`src/rtl/fsc_pkg.sv`:
```
// Package: shared fault-kind type, status word bit positions and code tables.
// Assumes status words are at least 12 bits wide.
package fsc_pkg;
    typedef enum logic [2:0] {
        FK_ALIGN  = 3'd0,
        FK_XLATE  = 3'd1,
        FK_ACCESS = 3'd2,
        FK_DOMAIN = 3'd3,
        FK_PERM   = 3'd4,
        FK_EXTSYN = 3'd5,
        FK_ASYNC  = 3'd6,
        FK_DEBUG  = 3'd7
    } fault_kind_e;

    localparam int          FMT_BIT  = 9;
    localparam int          WNR_BIT  = 11;
    localparam int          SHI_BIT  = 10;
    localparam logic [4:0]  ICM_CODE = 5'h04;

    // Long-layout fault code for a kind
    function automatic logic [5:0] long_code(input fault_kind_e k);
        case (k)
            FK_ALIGN:  return 6'h21;
            FK_XLATE:  return 6'h05;
            FK_ACCESS: return 6'h09;
            FK_DOMAIN: return 6'h3D;
            FK_PERM:   return 6'h0D;
            FK_EXTSYN: return 6'h10;
            FK_ASYNC:  return 6'h11;
            default:   return 6'h22;
        endcase
    endfunction

    // Short-layout fault code for a kind
    function automatic logic [4:0] short_code(input fault_kind_e k);
        case (k)
            FK_ALIGN:  return 5'h01;
            FK_XLATE:  return 5'h05;
            FK_ACCESS: return 5'h03;
            FK_DOMAIN: return 5'h09;
            FK_PERM:   return 5'h0D;
            FK_EXTSYN: return 5'h08;
            FK_ASYNC:  return 5'h16;
            default:   return 5'h02;
        endcase
    endfunction
endpackage

```
`src/rtl/fsc_format_sel.sv`:
```
// Module: decides long or short status layout for one event.
// Assumes the router's monitor decision is final; purely combinational.
module fsc_format_sel (
    input  logic is_data,
    input  logic to_monitor,
    input  logic is_secure,
    input  logic from_hyp,
    input  logic is_async,
    input  logic sec_lpae,
    input  logic ns_lpae,
    output logic use_long
);
    // Layout choice from the banked enable bits and the event attributes
    always_comb begin
        if (to_monitor && !is_secure) begin
            if (is_data)
                use_long = sec_lpae | (!is_async & (from_hyp | ns_lpae));
            else
                use_long = sec_lpae | from_hyp | ns_lpae;
        end else begin
            use_long = is_secure ? sec_lpae : ns_lpae;
        end
    end
endmodule

```
`src/rtl/fsc_encode.sv`:
```
// Module: builds the status word and the maintenance-side word.
// Assumes SW >= 12; an unknown value is produced as zero.
module fsc_encode
    import fsc_pkg::*;
#(
    parameter int SW         = 32,
    parameter bit ICM_REPORT = 1'b1
) (
    input  fault_kind_e     kind,
    input  logic            use_long,
    input  logic            wnr,
    output logic [SW-1:0]   syn,
    output logic [SW-1:0]   icm_syn
);
    logic [5:0] lc;
    logic [4:0] sc;

    assign lc = long_code(kind);
    assign sc = short_code(kind);

    // Main status word in the chosen layout
    always_comb begin
        syn = '0;
        if (use_long) begin
            syn[FMT_BIT] = 1'b1;
            syn[5:0]     = lc;
        end else begin
            syn[SHI_BIT] = sc[4];
            syn[3:0]     = sc[3:0];
        end
        syn[WNR_BIT] = wnr;
    end

    // Instruction-side word for a maintenance fault, zero where unknown
    always_comb begin
        icm_syn = '0;
        if (!use_long && ICM_REPORT) begin
            icm_syn          = syn;
            icm_syn[SHI_BIT] = ICM_CODE[4];
            icm_syn[3:0]     = ICM_CODE[3:0];
        end
    end
endmodule

```
`src/rtl/fsc_bank.sv`:
```
// Module: one bank of four registers (data/instruction status and address).
// Assumes at most one capture per cycle; synchronous active-low reset.
module fsc_bank #(
    parameter int SW = 32,
    parameter int AW = 32
) (
    input  logic          clk,
    input  logic          rst_n,
    input  logic          we,
    input  logic          is_data,
    input  logic          icm,
    input  logic [SW-1:0] syn,
    input  logic [SW-1:0] icm_syn,
    input  logic [AW-1:0] addr,
    output logic [SW-1:0] dstat,
    output logic [AW-1:0] daddr,
    output logic [SW-1:0] istat,
    output logic [AW-1:0] iaddr
);
    // Capture status and address into the side named by the event
    always_ff @(posedge clk) begin
        if (!rst_n) begin
            dstat <= '0;
            daddr <= '0;
            istat <= '0;
            iaddr <= '0;
        end else if (we) begin
            if (is_data) begin
                dstat <= syn;
                daddr <= addr;
                if (icm) istat <= icm_syn;
            end else begin
                istat <= syn;
                iaddr <= addr;
            end
        end
    end
endmodule

```
`src/rtl/fault_status_bank.sv`:
```
// Module: top of the fault status capture bank; two banks, selected by the
// monitor decision. Assumes inputs are stable around the strobe edge.
module fault_status_bank
    import fsc_pkg::*;
#(
    parameter int SW         = 32,
    parameter int AW         = 32,
    parameter bit ICM_REPORT = 1'b1
) (
    input  logic          clk,
    input  logic          rst_n,
    input  logic          wr_en,
    input  logic          is_data,
    input  logic          to_monitor,
    input  logic          is_secure,
    input  logic          from_hyp,
    input  logic          is_async,
    input  logic          is_icmaint,
    input  logic          is_write,
    input  logic [2:0]    kind,
    input  logic [AW-1:0] fault_addr,
    input  logic          sec_lpae,
    input  logic          ns_lpae,
    output logic [SW-1:0] dstat_ns,
    output logic [AW-1:0] daddr_ns,
    output logic [SW-1:0] istat_ns,
    output logic [AW-1:0] iaddr_ns,
    output logic [SW-1:0] dstat_s,
    output logic [AW-1:0] daddr_s,
    output logic [SW-1:0] istat_s,
    output logic [AW-1:0] iaddr_s
);
    localparam int NBANK = 2;

    logic          use_long;
    logic [SW-1:0] syn;
    logic [SW-1:0] icm_syn;
    logic [SW-1:0] bk_dstat [NBANK];
    logic [AW-1:0] bk_daddr [NBANK];
    logic [SW-1:0] bk_istat [NBANK];
    logic [AW-1:0] bk_iaddr [NBANK];

    fsc_format_sel u_fmt (
        .is_data    (is_data),
        .to_monitor (to_monitor),
        .is_secure  (is_secure),
        .from_hyp   (from_hyp),
        .is_async   (is_async),
        .sec_lpae   (sec_lpae),
        .ns_lpae    (ns_lpae),
        .use_long   (use_long)
    );

    fsc_encode #(.SW(SW), .ICM_REPORT(ICM_REPORT)) u_enc (
        .kind     (fault_kind_e'(kind)),
        .use_long (use_long),
        .wnr      (is_data & is_write),
        .syn      (syn),
        .icm_syn  (icm_syn)
    );

    // Bank 0 is non-secure, bank 1 is secure (monitor-routed)
    for (genvar b = 0; b < NBANK; b++) begin : g_bank
        fsc_bank #(.SW(SW), .AW(AW)) u_bank (
            .clk     (clk),
            .rst_n   (rst_n),
            .we      (wr_en && (to_monitor == (b == 1))),
            .is_data (is_data),
            .icm     (is_icmaint),
            .syn     (syn),
            .icm_syn (icm_syn),
            .addr    (fault_addr),
            .dstat   (bk_dstat[b]),
            .daddr   (bk_daddr[b]),
            .istat   (bk_istat[b]),
            .iaddr   (bk_iaddr[b])
        );
    end

    assign dstat_ns = bk_dstat[0];
    assign daddr_ns = bk_daddr[0];
    assign istat_ns = bk_istat[0];
    assign iaddr_ns = bk_iaddr[0];
    assign dstat_s  = bk_dstat[1];
    assign daddr_s  = bk_daddr[1];
    assign istat_s  = bk_istat[1];
    assign iaddr_s  = bk_iaddr[1];
endmodule

```
`config.mk`:
```
export PLATFORM = sky130hd
export DESIGN_NAME = fault_status_bank
export DESIGN_NICKNAME = d
export VERILOG_FILES = /design/src/rtl/fsc_pkg.sv /design/src/rtl/fsc_format_sel.sv /design/src/rtl/fsc_encode.sv /design/src/rtl/fsc_bank.sv /design/src/rtl/fault_status_bank.sv
export SDC_FILE = /design/constraint.sdc
export NUM_CORES = 1
export LEC_CHECK = 0
export BUFFER_PORTS_ARGS = -buffer_cell sky130_fd_sc_hd__buf_2
export CORE_ASPECT_RATIO = 1.5
export CORE_MARGIN = 2
export CORE_UTILIZATION = 40
export DETAILED_ROUTE_END_ITERATION = 12
export GPL_TIMING_DRIVEN = 0
export PLACE_DENSITY = 0.67
export SYNTH_ARGS = -nofsm -noshare
export SYNTH_HDL_FRONTEND = slang
export SYNTH_HIERARCHICAL = 1
export SYNTH_SLANG_ARGS = --single-unit
```
`constraint.sdc`:
```
create_clock -name clk -period 1.7 [get_ports clk]
set_input_delay 0.34 -clock clk [delete_from_list [all_inputs] [get_ports clk]]
set_output_delay 0.34 -clock clk [all_outputs]
set_load 0.005 [all_outputs]
```
; Yosys cells after proc, flatten, opt, wreduce, memory -nomap -nowiden
; Cells that the tools add are included.
[word_totals]
ff_bits = 210
latch_bits = 0
ram_bits = 0
mem_bits_ro = 0
in_bits = 47
out_inout_bits = 256
elab_cells = 47
mem_count = 0
[classes]
add_sub_neg = 0
mul = 0
div = 0
magnitude_cmp = 0
n_eq_ne = 7
shift = 0
n_mux = 12
bitwise_logic = 8
reduce_logical = 12
[ops]
columns = operator, n
row1 = $mux W32, 2
row2 = $pmux W6 S7, 1
row3 = $pmux W5 S7, 1
row4 = $mux W12, 1
row5 = $reduce_and A2 Y1, 6
row6 = $eq A3 B3 Y1 const B, 3
row7 = $eq A3 B2 Y1 const B, 2
row8 = $mux W1, 5
row9 = $mux W4, 1
row10 = $or A1 B1 Y1, 4
row11 = $eq A3 B1 Y1 const B, 1
row12 = $logic_and A1 B1 Y1, 3
row13 = $logic_not A3 Y1, 1
row14 = $and A1 B1 Y1, 2
row15 = $logic_not A1 Y1, 2
row16 = $mux W2, 1
row17 = $ne A2 B1 Y1 const B, 1
row18 = $not A1 Y1, 2

; Logic depth before layout (Yosys ltp)
[logic_depth]
depth_word = 9
ltp_mapped = 6
ltp_nobuf = 6

; Cells and area by module
; Netlist, hierarchy kept.
[modules_own_cells]
columns = module, n_inst, cells_each, area_per_inst_um2, seq_area_each_um2
row1 = fsc_bank, 2, 527, 4913.5, 2562.5
row2 = fsc_encode, 1, 79, 581.8, 0.0
row3 = fsc_format_sel, 1, 5, 38.8, 0.0
row4 = fault_status_bank, 1, 3, 22.5, 0.0

; Worst setup path after synthesis
; OpenSTA, ideal clock, no wires.
[synth_path]
path_type = in2reg
start = input to_monitor
end = register g_bank[0].u_bank.istat[4]
setup_ns = 0.070
arrival_ns = 1.564
required_time_ns = 1.630
path_slack_ns = 0.066
path_stages = 6
n_path_buf = 0
cell_sequence = and4b_1 -> a221oi_2 -> inv_1 -> a211oi_1 -> mux2i_1 -> o2bb2ai_1
[synth_between]
elab_chain_len = 6
elab_cells_between_ends = 9
cone_classes = 5 x mux / 1 x bitwise / 3 x reduce/logical
[synth_rtl]
columns = item, line
row1 = start: declaration, fault_status_bank.sv:14  ; input logic to_monitor,
row2 = $logic_and A1 B1 Y1 (*), fsc_format_sel.sv:15  ; if (to_monitor && !is_secure) begin
row3 = $mux W1 (*), fsc_format_sel.sv:15
row4 = net use_long, fault_status_bank.sv:35  ; logic use_long;
row5 = $mux W2 (*), fsc_encode.sv:24  ; if (use_long) begin
row6 = net syn[4], fault_status_bank.sv:36  ; logic [SW-1:0] syn;
row7 = $mux W12, fsc_encode.sv:37  ; if (!use_long && ICM_REPORT) begin
row8 = $mux W32, fsc_bank.sv:31  ; if (icm) istat <= icm_syn;
row9 = $mux W32 (*), fsc_bank.sv:28  ; if (is_data) begin
row10 = end signal: assignment, fsc_bank.sv:31
row11 = end signal: assignment, fsc_bank.sv:33  ; istat <= syn;
row12 = end: declaration, fsc_bank.sv:17  ; output logic [SW-1:0] istat,
; The timed path passes the listed nets; every way through them passes the cells marked *. The select of a mux whose other input is x is not followed.
; A chain may end at the register's enable or synchronous reset.

; Worst setup path after layout
[layout_path]
start = input to_monitor
end = register g_bank[1].u_bank.istat[4]
[layout_between]
elab_chain_len = 6
elab_cells_between_ends = 8
cone_classes = 5 x mux / 3 x reduce/logical
[layout_rtl]
columns = item, line
row1 = $logic_and A1 B1 Y1 (*), fsc_format_sel.sv:15
row2 = $mux W1 (*), fsc_format_sel.sv:15
row3 = net use_long, fault_status_bank.sv:35
row4 = $mux W2 (*), fsc_encode.sv:24
row5 = net syn[4], fault_status_bank.sv:36
row6 = $mux W12, fsc_encode.sv:37
row7 = $mux W32, fsc_bank.sv:31
row8 = $mux W32 (*), fsc_bank.sv:28
row9 = end signal: assignment, fsc_bank.sv:31
row10 = end signal: assignment, fsc_bank.sv:33
row11 = end: declaration, fsc_bank.sv:17
; Marked as above.

==> results.cfg <==
[run_status]
status = completed

[detailed_routing]
drc = 0
first_pass_iters = 6
vias_per_cell = 4.80
vias = 8973
drt_iter0_drc = 286
wl_per_cell_um = 16.4
wl_um = 30600
drtAntennaViolNets = 0

[setup_path]
cp_slowest_stage_delay_ps = 390
critPathTopFamily = compound AO/OA/AOI/OAI gates
start_kind = input port
worst_setup_path_end_kind = flip-flop
cp.depth = 7
worstPathRequired_ps = 2140
crit_type = in2reg
cp_data_arrival_time_ps = 1910
worst_r2r_path_depth = 2
crit_chain = buf_2 -> and4b_1 -> a221oi_4 -> inv_1 -> a211oi_2 -> mux2i_1 -> o2bb2ai_1
cp_slowest_cell = a221oi_4
cp_max_fo = 7
crit_buf_inv = 2

[pwr]
p_leak_nw = 6.22
p_sw_frac = 0.233
combinationalPowerShare = 0.101
p_seq_frac = 0.457
peakVddDrop_v = 0.000734
power_density_mw_per_mm2 = 1020
p_sw_mw = 3.22
clkPwrFrac = 0.441
internal_power_mw = 10.6

[floorplanning]
io_pins = 303
die_w_um = 136
start_util = 0.406
core-area_sq_mm = 0.0258
die_height_um = 202
rows = 72
die-area_sq_mm = 0.0275

[cts]
ctsRootBufferMaster = clkbuf_16
cts.clk_slew.worst_paths_ps = 70
clockBufferDepth = 3
ctsHoldBuffers = 0
numCtsBuffers = 25
postCtsSetupRepairBufs = 0
worstSkewPairLatency_ps = 510
clock-sinks = 256
htree_levels = 1
cts_tree = built

[global_routing]
grt_antenna_before_repair = 0
track_usage = 0.215
overflow = 0
grt_max_degree = 17
grt_pass1_wl_um = 47100
grt_pass1_vias = 8605

[placed_design]
globalplace.congestion = 0.783
post-place-cells = 1826
io_buffers = 300
place_hpwl_um = 22600
place_area_sq_mm = 0.0126
pre_cts_ws_ps = -612

[finish]
nNetsFinal = 1567
multiInputGateArea_sq_mm = 0.00458
final_area_sq_mm = 0.0135
layout-drive-gt1-share = 0.308
syn2layout_area_growth_pct = 29.0
fin_cells = 1871
fillers = 2483
regArea_sq_mm = 0.00512
diodes = 0

[timing]
setup_viol = 0
fin_crit_sh = 0.867
finalMaxSlewViolations = 0
rsz0062_at_grt = no
fmax_mhz = 679
fin_ws_ps = 227
tightestPinTransition_ps = 537
maxSlewHeadroom = 0.642
worst_clock_skew_ps = 0
whs_ps = 98.8
timing_hold_violations_final = 0
min_period_ps = 1470
fin_tns_setup_ps = 0

[yosys]
synth_seq_cells = 256
yosysSeqAreaShare = 0.489
ys_types = 32
syn_area_per_cell_sq_um = 9.18
syn_inst = 1141
yosys_warnings = 6
syn_area_sq_mm = 0.0105

[job]
maxCapViolCount = 0

[worst_hold_path]
min_path_cells = 3
hold_class = in2reg
-- final cells by class --
class                           count  share of cell area
Sequential cell                   256               0.379
Multi-Input combinational cell    796               0.339
Clock inverter                      8              0.0125
Clock buffer                       37              0.0548
Buffer                            138              0.0713
Inverter                            3            0.000834
Timing Repair Buffer              300               0.111
Tap cell                          333              0.0308
-- worst paths after layout --
path                              start                    endpoint  slack, ps
max                          to_monitor   g_bank[1].u_bank/istat[4]        230
min                       fault_addr[1]   g_bank[0].u_bank/daddr[1]        100
max reg2reg  g_bank[0].u_bank/iaddr[26]  g_bank[0].u_bank/iaddr[26]       1060
min reg2reg  g_bank[1].u_bank/iaddr[28]  g_bank[1].u_bank/iaddr[28]        450
-- metrics by stage --
| step | total power, mW | util |
|---|---|---|
| after CTS | 14.0 | 0.524 |
| final | 13.8 | 0.524 |
| after detailed placement | 7.84 | 0.488 |
| after global routing | 14.4 | 0.524 |
| after floorplan | 7.28 | - |
| after global placement | 7.82 | 0.488 |
-- sequential cells by signal, indices dropped and copies added, names as in the netlist --
signal,cells
g_bank.u_bank/daddr,64
g_bank.u_bank/dstat,64
g_bank.u_bank/iaddr,64
g_bank.u_bank/istat,64
-- logic make-up after synthesis --
family,after synthesis,share of synthesized area
compound gates,269,0.201
mux,64,0.0612
simple gates,409,0.154
other cells,1,0.000358
flops,256,0.489
buf+inv,141,0.0931
xor+xnor,1,0.000837
-- layer usage --
metal  up-vias  GRT usage  share of wire
li1       4460          -              -
met1      4224      0.249           0.40
met2       248      0.400           0.52
met3        41     0.0409          0.058
met4         0     0.0562          0.023
met5         -          0              0
-- worst min-delay path, delay by kind of cell --
| family | cells | cell delay, ps |
|---|---|---|
| compound gates | 1 | 50 |
| buf+inv | 1 | 130 |
| simple gates | 1 | 50 |
-- cell usage in the layout, fill, tap and decap left out, drive strengths merged, types with 2 or more instances in the layout --
cell	instances
nand3	2
conb	53
a21oi	4
buf	420
bufinv	5
nand2	388
clkinv	2
and2	4
inv	4
nand2b	5
a21boi	195
clkbuf	55
mux2i	64
nor2b	4
dfxtp	256
and2b	2
o2bb2ai	65
-- synth_stat cells (all sizes together) --
cell,instances,share of area
dfxtp,256,0.49
xnor2,1,0.00084
nand3,2,0.00096
a211oi,1,0.00072
o2bb2ai,65,0.054
a21oi,4,0.0023
nand2b,5,0.0030
nor2b,4,0.0024
conb,1,0.00036
and2,4,0.0025
inv,3,0.0011
o21ai,1,0.00048
and2b,2,0.0017
or3,1,0.0011
o22ai,1,0.00060
or2,1,0.00060
and3b,1,0.00096
a22o,1,0.00096
nand2,388,0.14
clkbuf,18,0.0065
a221oi,1,0.0014
and4b,1,0.00096
mux2i,64,0.061
buf,120,0.086
a21boi,195,0.14
-- power by group through the flow --
stage | sequential, mW | combinational, mW | clock, mW
after global routing | 6.35 | 1.54 | 6.50
after detailed placement | 6.46 | 1.38 | 0
after floorplan | 6.47 | 0.810 | 0
final | 6.33 | 1.40 | 6.11
after global placement | 6.46 | 1.36 | 0
after CTS | 6.33 | 1.38 | 6.26
-- what timing repair did --
| item | CTS | global route |
|---|---|---|
| setup endpoints to repair | 4 | 3 |
| gates resized for setup | 2 | 2 |
| pin swaps | 0 | 0 |
| cloned | 0 | 0 |
Power figures use the tool's default switching activity.
